[config.mk]
export PLATFORM = sky130hd
export DESIGN_NAME = intEntrySeq
export DESIGN_NICKNAME = d
export VERILOG_FILES = /design/src/rtl/intSeqPkg.sv /design/src/rtl/intSeqData.sv /design/src/rtl/intSeqCtrl.sv /design/src/rtl/intEntrySeq.sv
export SDC_FILE = /design/constraint.sdc
export NUM_CORES = 1
export LEC_CHECK = 0
export BUFFER_PORTS_ARGS = -buffer_cell sky130_fd_sc_hd__buf_2
export CAP_MARGIN = 20
export CORE_AREA = 2 2 50 52
export DETAILED_ROUTE_END_ITERATION = 8
export DIE_AREA = 0 0 52 54
export PLACE_DENSITY = 0.69
export SYNTH_ARGS = -nofsm -noshare
export SYNTH_HDL_FRONTEND = slang
export SYNTH_SLANG_ARGS = --single-unit
[constraint.sdc]
create_clock -name clk -period 1.8 [get_ports clk]
set_clock_uncertainty 0.2 [all_clocks]
set_input_delay 0.18 -clock clk [delete_from_list [all_inputs] [get_ports clk]]
set_output_delay 0.18 -clock clk [all_outputs]
set_load 0.02 [all_outputs]
[src/rtl/intSeqPkg.sv]
package intSeqPkg;

  typedef enum logic [1:0] {
    ST_IDLE,
    ST_CALL,
    ST_JUMP,
    ST_START
  } seqState_t;

  typedef struct packed {
    logic accept;     // load the winning index, begin the call phase
    logic clearSel;   // clear the accepted latch on this edge
    logic inService;  // call or jump phase running
  } seqCtl_t;

endpackage

[src/rtl/intSeqData.sv]
module intSeqData
  import intSeqPkg::*;
#(
  parameter int NUM_SRC = 8,
  parameter int IW      = $clog2(NUM_SRC)
) (
  input  logic               clk,
  input  logic               rstN,
  input  logic [NUM_SRC-1:0] irqSet,
  input  seqCtl_t            ctl,
  output logic [NUM_SRC-1:0] pending,
  output logic               anyPending,
  output logic [IW-1:0]      vecIdx
);

  logic [NUM_SRC-1:0] pendQ;
  logic [IW-1:0]      vecQ;
  logic [IW-1:0]      winIdx;

  // fixed priority: lowest index wins
  always_comb begin
    winIdx = '0;
    for (int i = NUM_SRC - 1; i >= 0; i--) begin
      if (pendQ[i]) winIdx = IW'(i);
    end
  end

  for (genvar g = 0; g < NUM_SRC; g++) begin : gLatch
    logic clrHit;
    assign clrHit = ctl.clearSel && (vecQ == IW'(g));
    always_ff @(posedge clk) begin
      if (!rstN) pendQ[g] <= 1'b0;
      else       pendQ[g] <= irqSet[g] | (pendQ[g] & ~clrHit);
    end
  end

  always_ff @(posedge clk) begin
    if (!rstN)           vecQ <= '0;
    else if (ctl.accept) vecQ <= winIdx;
  end

  assign pending    = pendQ;
  assign anyPending = |pendQ;
  assign vecIdx     = vecQ;

  AST_VEC_HELD: assert property (@(posedge clk) disable iff (!rstN)
    (ctl.inService && $past(ctl.inService)) |-> $stable(vecQ));

  AST_CLEAR_SEL: assert property (@(posedge clk) disable iff (!rstN)
    $past(ctl.clearSel && !irqSet[vecQ]) |-> !pendQ[$past(vecQ)]);

endmodule

[src/rtl/intSeqCtrl.sv]
module intSeqCtrl
  import intSeqPkg::*;
#(
  parameter int CALL_CYCLES = 10,
  parameter int JUMP_CYCLES = 5
) (
  input  logic    clk,
  input  logic    rstN,
  input  logic    instrLast,
  input  logic    globalEn,
  input  logic    anyPending,
  output seqCtl_t ctl,
  output logic    busy,
  output logic    ack,
  output logic    handlerStart
);

  localparam int MAXC = (CALL_CYCLES > JUMP_CYCLES) ? CALL_CYCLES : JUMP_CYCLES;
  localparam int CW   = $clog2(MAXC + 1);

  seqState_t     state;
  logic [CW-1:0] cnt;
  logic          sampleOk;
  logic          callDone;
  logic          jumpDone;

  assign sampleOk = (state == ST_IDLE) && instrLast && globalEn && anyPending;
  assign callDone = (state == ST_CALL) && (cnt == CW'(CALL_CYCLES - 1));
  assign jumpDone = (state == ST_JUMP) && (cnt == CW'(JUMP_CYCLES - 1));

  always_ff @(posedge clk) begin
    if (!rstN) begin
      state <= ST_IDLE;
      cnt   <= '0;
    end else begin
      unique case (state)
        ST_IDLE: if (sampleOk) begin
          state <= ST_CALL;
          cnt   <= '0;
        end
        ST_CALL: if (callDone) begin
          state <= ST_JUMP;
          cnt   <= '0;
        end else begin
          cnt <= cnt + 1'b1;
        end
        ST_JUMP: if (jumpDone) begin
          state <= ST_START;
          cnt   <= '0;
        end else begin
          cnt <= cnt + 1'b1;
        end
        default: state <= ST_IDLE;
      endcase
    end
  end

  assign busy         = (state == ST_CALL) || (state == ST_JUMP);
  assign handlerStart = (state == ST_START);
  assign ack          = callDone;

  assign ctl.accept    = sampleOk;
  assign ctl.clearSel  = callDone;
  assign ctl.inService = busy;

  AST_CALL_LEN: assert property (@(posedge clk) disable iff (!rstN)
    $rose(state == ST_JUMP) |-> ($past(cnt) == CW'(CALL_CYCLES - 1)));

  AST_START_AFTER_JUMP: assert property (@(posedge clk) disable iff (!rstN)
    $rose(handlerStart) |-> ($past(state) == ST_JUMP && $past(cnt) == CW'(JUMP_CYCLES - 1)));

  AST_GATED_ENTRY: assert property (@(posedge clk) disable iff (!rstN)
    (state == ST_IDLE && instrLast && !globalEn) |=> !busy);

  AST_START_ONE_CYCLE: assert property (@(posedge clk) disable iff (!rstN)
    handlerStart |=> !handlerStart);

endmodule

[src/rtl/intEntrySeq.sv]
module intEntrySeq
  import intSeqPkg::*;
#(
  parameter int NUM_SRC     = 8,
  parameter int CALL_CYCLES = 10,
  parameter int JUMP_CYCLES = 5,
  localparam int IW         = $clog2(NUM_SRC)
) (
  input  logic               clk,
  input  logic               rstN,
  input  logic [NUM_SRC-1:0] irqSet,
  input  logic               instrLast,
  input  logic               globalEn,
  output logic [NUM_SRC-1:0] pending,
  output logic               busy,
  output logic [IW-1:0]      vecIdx,
  output logic               ack,
  output logic               handlerStart
);

  seqCtl_t ctl;
  logic    anyPending;

  intSeqCtrl #(
    .CALL_CYCLES(CALL_CYCLES),
    .JUMP_CYCLES(JUMP_CYCLES)
  ) i_ctrl (
    .clk         (clk),
    .rstN        (rstN),
    .instrLast   (instrLast),
    .globalEn    (globalEn),
    .anyPending  (anyPending),
    .ctl         (ctl),
    .busy        (busy),
    .ack         (ack),
    .handlerStart(handlerStart)
  );

  intSeqData #(
    .NUM_SRC(NUM_SRC),
    .IW     (IW)
  ) i_data (
    .clk       (clk),
    .rstN      (rstN),
    .irqSet    (irqSet),
    .ctl       (ctl),
    .pending   (pending),
    .anyPending(anyPending),
    .vecIdx    (vecIdx)
  );

endmodule

==> out/results.ini, run 1 <==
[floorplan]
dieWidth_um=52
core-area_sq_um=2320
dieArea_sq_um=2810
die_y_um=54
io_pins=26
start_util=0.412
rows=18

[clock_network]
clkLatencyLatePin_ns=0.29
cts.sinks=17
clockBufferDepth=2
clk_pin_slew_worst_paths_ns=0.11
cts_tree=done
htreeDepth=1
cts_made_buffers=3
root_buffer=clkbuf_4

[yosys]
synth_area_sq_um=956
synth_cells=111
yosysMostFrequentCell=dfxtp_1
synthDistinctLibCells=33
ys_top_cells_by_count=dfxtp_1, inv_1, a21oi_1
yosysSeqAreaShare=0.356
syn_avg_cell_area_sq_um=8.61
ys.flop_type=dfxtp_1
yosys_warnings=0
ys_ff_latch=17
synthArstFlopShare=0
yosys-top-cells-area=dfxtp_1, ha_1, inv_1
yosys.area.top_type_share=0.356
synth.largest_area_cell=dfxtp_1
synth_nets=131
synth_enable_flop_cells=0

[cells_and_area]
fin_area_sq_um=1480
nets=184
drive_gt1_frac=0.448
n_antenna_cell=0
syn_to_final_growth_pct=55.0

[worst_hold_path]
hp-class=primary input to register
hp-start=globalEn

[sta]
hold-worst-slack_ns=0.111
drv_slew=0
fmax_ghz=0.561
finalSetupViolations=0
tightest_slew_ns=0.308
hold_viol_final=0
finalCritPeriodShare=0.990
period_minus_slack_ns=1.78
max_slew_margin=0.793
rsz0062_at_grt=yes

[routing]
drt-total-wl_mm=2.54
ant_nets=0
dr.pass1.iters=4
drtIter0Drc=19
wire_per_inst_um=13.2
post-route-drc-count=0
vias=1004
vias_per_cell=5.20

[worst_setup_path]
r2r-start=i_ctrl.cnt[0]
startpoint_type=register
startpoint=i_ctrl.cnt[0]
arrival_ns=1.78
worstPathRequired_ns=1.79
end_kind=register
critPathKind=register to register
critPathMaxFanout=4

[run_status]
outcome=complete, no violations

[flow_run]
drv_cap=0

[global_routing]
overflow=0
grt_pass1_wl_mm=4.02
grt_max_degree=13
grt.total_usage=0.193
grt_pass1_vias=945
antenna_found_initial=0

[place]
numPortBuffers=25
placed_area_sq_um=1220
place_congestion=0.813
hpwl_mm=1.74

[pwr]
leakagePower_nw=0.633
ir_drop_uv=417
p_per_area_nw_per_um2=834

## final cells by class
class	count	area, sq um
sequential	17	350
inverter	15	58.8
clock buffer	4	26.3
timing repair buffer	49	332
tap	30	37.5
fill	189	838
multi-input combinational	78	677
## registers in the layout, indices dropped and copies added, names as in the netlist
signal          count
i_data.pending      8
i_ctrl.state        2
i_data.vecIdx       3
i_ctrl.cnt          4
## power breakdown
group / total (mW) / switching [mW] / leakage, nW / internal [mW]
Sequential: 0.471 / 0.0524 / 0.143 / 0.419
Clock: 0.212 / 0.126 / 0.0150 / 0.0862
Combinational: 0.553 / 0.280 / 0.475 / 0.273
Total: 1.24 / 0.459 / 0.633 / 0.777
## worst max-delay path, stage by stage (launching register included)
cell and delay, ns:
dfxtp_2 0.35, buf_4 0.13, ha_4 0.13, nand3b_1 0.13
or3_4 0.39, o21a_1 0.19, o21a_1 0.16
## placed cells by master, fill, tap and decap left out, drive strengths merged, types with 3 or more instances in the layout
| cell | count |
|---|---|
| a21oi | 10 |
| buf | 40 |
| clkbuf | 4 |
| dfxtp | 17 |
| dlygate4sd3 | 9 |
| ha | 8 |
| inv | 14 |
| nand2 | 7 |
| nand2b | 3 |
| nand3 | 4 |
| nor2 | 7 |
| nor4 | 3 |
| o21a | 7 |
| o21ai | 6 |
| o22ai | 3 |
## cell families (layout without fill, tap and decap cells)
group                    count (synthesis)  count (layout)  synth area share
AO/OA/AOI/OAI                           34              34             0.233
adder cells (fa/ha/maj)                  8               8             0.105
buffers and inverters                   16              68            0.0628
flip-flops                              17              17             0.356
multiplexers                             1               1            0.0118
AND/OR/NAND/NOR                         35              35             0.232
## timing repair
action / in CTS / in global routing
pin swaps: 3 / 4
buffers inserted: 0 / 3
hold buffers: 9 / 0
setup endpoints to repair: 5 / 14
endpoints found under the hold margin: 9 / 0
resized for setup: 13 / 20
## metal layers
| metal | share of wire | global-route usage |
|---|---|---|
| met1 | 0.44 | 0.221 |
| met2 | 0.50 | 0.357 |
| met3 | 0.048 | 0.0250 |
| met4 | 0.016 | 0.0833 |
| met5 | 0 | 0 |
## per-stage QoR
step	setup TNS, ns	std cells	setup WS [ns]	power, mW	util
after floorplan	-0.0691	111	-0.0263	0.755	-
after global placement	0	177	0.00544	0.876	0.527
after detailed placement	-0.244	177	-0.113	0.886	0.527
after CTS	0	190	0.00369	1.14	0.601
after global routing	-0.0735	193	-0.0462	1.31	0.639
final	0	193	0.0183	1.24	0.639
## worst paths after layout
check	to	slack, ns	depth (start not counted)
min	i_data.vecIdx[2]	0.11	3
min reg2reg	i_data.pending[6]	0.35	2
max	i_data.pending[2]	0.02	6
max reg2reg	i_data.pending[2]	0.02	6
(Power assumes the default switching activity.)
==> run 2: changes to the inputs <==
--- a/config.mk
+++ b/config.mk
@@ -10,6 +10,7 @@
 export CORE_AREA = 2 2 50 52
 export DETAILED_ROUTE_END_ITERATION = 8
 export DIE_AREA = 0 0 52 54
+export GPL_TIMING_DRIVEN = 0
 export PLACE_DENSITY = 0.69
 export SYNTH_ARGS = -nofsm -noshare
 export SYNTH_HDL_FRONTEND = slang
==> run 2 against run 1 <==
Net effect: the flow now finishes with violations (setup timing); die area is the same; hold slack lost 0.00072 ns; count of clock-buffer cells in the layout shrank 1; power is essentially flat; critical path depth shrank 1; register-to-register slack lost 0.03 ns; sequential cell count is the same; non-clock buffer count shrank 8; sequential power grew 1%; fmax shrank 1.7%; sequential share of layout area grew 0.98 points; critical path type unchanged; largest power group unchanged; highest routed layer unchanged.
==> out/results.ini, run 2 (same netlist as run 1, synthesis figures left out) <==
[pwr]
leakagePower_nw=0.600  ; was 0.633 nW
pwr-share-comb=0.443  ; was 0.447
pwr-share-clk=0.172  ; was 0.171
p_per_area_nw_per_um2=857  ; was 834 nW/um^2
p_int_mw=0.764  ; was 0.777 mW
switchingPower_mw=0.473  ; was 0.459 mW
p_sw_frac=0.382  ; was 0.371
ir_drop_uv=468  ; was 417 uV
power_frac_seq=0.385  ; was 0.381

[cells_and_area]
nets=176  ; was 184
drive_gt1_frac=0.439  ; was 0.448
fillerInstances=188  ; was 189
final_cell_mix=buf_2, inv_1, dfxtp_1  ; was buf_2, buf_4, inv_1, dfxtp_1
final_common_cell=buf_2  ; unchanged
syn_to_final_growth_pct=50.9  ; was 55.0%
n_antenna_cell=0  ; unchanged
largest_reg_flops=8  ; unchanged

[worst_setup_path]
worstPathRequired_ns=1.79  ; about the same
arrival_ns=1.80  ; was 1.78 ns
critPathMaxFanout=5  ; was 4
critPathKind=register to register  ; unchanged
worst-path-buf-inv=0  ; was 1
end_kind=register  ; unchanged
startpoint_type=register  ; unchanged
reg2reg_to=i_ctrl.cnt[1]  ; was i_data.pending[2]
slowest_delay_ns=0.38  ; was 0.39 ns
crit_chain=nor4_4 > a21oi_4 > or2_4 > and3_4 > o21a_1  ; was buf_4 > ha_4 > nand3b_1 > or3_4 > o21a_1 > o21a_1
path_delay_family=simple AND/OR/NAND/NOR gates  ; unchanged
slowest_stage=dfxtp_1  ; was or3_4
r2r-start=i_data.pending[2]  ; was i_ctrl.cnt[0]
ff2ff_path_depth=5  ; was 6
r2r_setup_slack_ns=-0.01  ; was 0.02 ns

[sta]
rsz0062_at_grt=yes  ; unchanged
period_minus_slack_ns=1.81  ; was 1.78 ns
finalCritPeriodShare=1.01  ; was 0.990
setup_slack_ns=-0.0117  ; was 0.0183 ns
drv_slew=0  ; unchanged
fin_tns_setup_ns=-0.0117  ; was 0 ns
finalSetupViolations=1  ; was 0
hold_viol_final=0  ; unchanged
max_slew_margin=0.685  ; was 0.793
tightest_slew_ns=0.472  ; was 0.308 ns
fmax_ghz=0.552  ; was 0.561 GHz

[global_routing]
grt_pass1_wl_mm=3.71  ; was 4.02 mm
antenna_found_initial=0  ; unchanged
grt_pass1_vias=873  ; was 945
overflow=0  ; unchanged
grt.total_usage=0.181  ; was 0.193
grt_max_degree=11  ; was 13

[floorplan]
start_util=0.412  ; unchanged
rows=18  ; unchanged
io_pins=26  ; unchanged
die_y_um=54  ; unchanged
dieArea_sq_um=2810  ; unchanged
dieWidth_um=52  ; unchanged
core-area_sq_um=2320  ; unchanged

[routing]
vias_per_cell=5.10  ; was 5.20
vias=944  ; was 1004
wire_per_inst_um=13.5  ; was 13.2 um
dr.pass1.iters=4  ; unchanged
drt-total-wl_mm=2.50  ; was 2.54 mm
drtIter0Drc=15  ; was 19
ant_nets=0  ; unchanged
post-route-drc-count=0  ; unchanged

[run_status]
outcome=finished with violations  ; was complete, no violations
violations=setup timing

[clock_network]
clkLatencyLatePin_ns=0.30  ; was 0.29 ns
cts_tree=done  ; unchanged
htreeDepth=1  ; unchanged
cts_made_buffers=3  ; unchanged
root_buffer=clkbuf_4  ; unchanged
cts.sinks=17  ; unchanged
clockBufferDepth=2  ; unchanged
clk_pin_slew_worst_paths_ns=0.11  ; about the same

[place]
place_congestion=0.771  ; was 0.813
hpwl_mm=1.62  ; was 1.74 mm
numPortBuffers=25  ; unchanged
pre_cts_ws_ns=-0.231  ; was -0.113 ns

[worst_hold_path]
min_to=i_data.vecIdx[2]  ; unchanged
hp-class=primary input to register  ; unchanged
hp-start=instrLast  ; was globalEn
whs_path_depth=3  ; unchanged

[flow_run]
drv_cap=0  ; unchanged

==> run 2: cell types whose count changed in the layout (fill, tap and decap cells not counted), sizes merged <==
| cell | delta |
|---|---|
| clkinv | +1 |
| buf | -9 |
==> run 2: per-layer routing <==
layer  part of all wire  vias up  global-route usage  wire length (um)
met5                  0        -                   0                 0
met4              0.012        0              0.0526                29
met3              0.041        4              0.0333               103
met2               0.53       25               0.352              1330
met1               0.41      435               0.199              1030
li1                   -      480                   -                 -
==> run 2: how the worst max path moves through the flow <==
stage / startpoint / slack, ns / to / depth (start not counted)
final: i_data.pending[2] / -0.01 / i_ctrl.cnt[1] / 5
after global routing: i_ctrl.cnt[1] / -0.07 / i_data.pending[1] / 6
after CTS: i_data.pending[3] / 0.008 / i_ctrl.cnt[1] / 5
after detailed placement: i_ctrl.state[1] / -0.23 / i_ctrl.state[0] / 5
after global placement: i_ctrl.state[1] / -0.17 / i_ctrl.cnt[3] / 7
after floorplan: i_ctrl.state[1] / -0.03 / i_ctrl.state[0] / 5
==> run 2: layout make-up <==
class,instances,area (sq um),area share
plain buffers,1,3.75,0.00260
clock buffers,3,22.5,0.0156
clock inverters,1,5.00,0.00347
inverters,15,61.3,0.0425
multi-input cells,78,691,0.479
flip-flops and latches,17,355,0.246
well taps,30,37.5,0.0260
repair buffers,40,267,0.185
==> run 2: worst reg2reg max path: cells and delay by family (launching register included) <==
kind	cells	cell delay (ns)
simple gates	3	0.83
flops	1	0.38
compound gates	2	0.29
==> run 2: power groups by stage <==
stage               Clock (mW)  Combinational [mW]  Sequential, mW
floorplan                    0               0.266           0.489
global route             0.238               0.597           0.483
detailed placement           0               0.374           0.473
finish                   0.213               0.547           0.477
global placement             0               0.367           0.471
CTS                      0.215               0.491           0.465
==> run 2: per-stage QoR <==
stage           util  area (sq um)  instances  hold WS [ns]  power [mW]
2_1_floorplan      -           973        111         0.104       0.755
3_3_place_gp   0.490          1140        166         0.190       0.838
3_5_place_dp   0.490          1140        166         0.193       0.847
4_1_cts        0.585          1360        184         0.166        1.17
5_1_grt        0.622          1440        185         0.123        1.32
6_report       0.622          1440        185         0.110        1.24
==> run 2: timing repair <==
action	CTS	global route
hold buffers	9	0
setup buffers	5	1
endpoints found under the hold margin	10	0
setup endpoints to repair	9	11
cloned	0	0
pin swaps	5	13
resized for setup	13	25
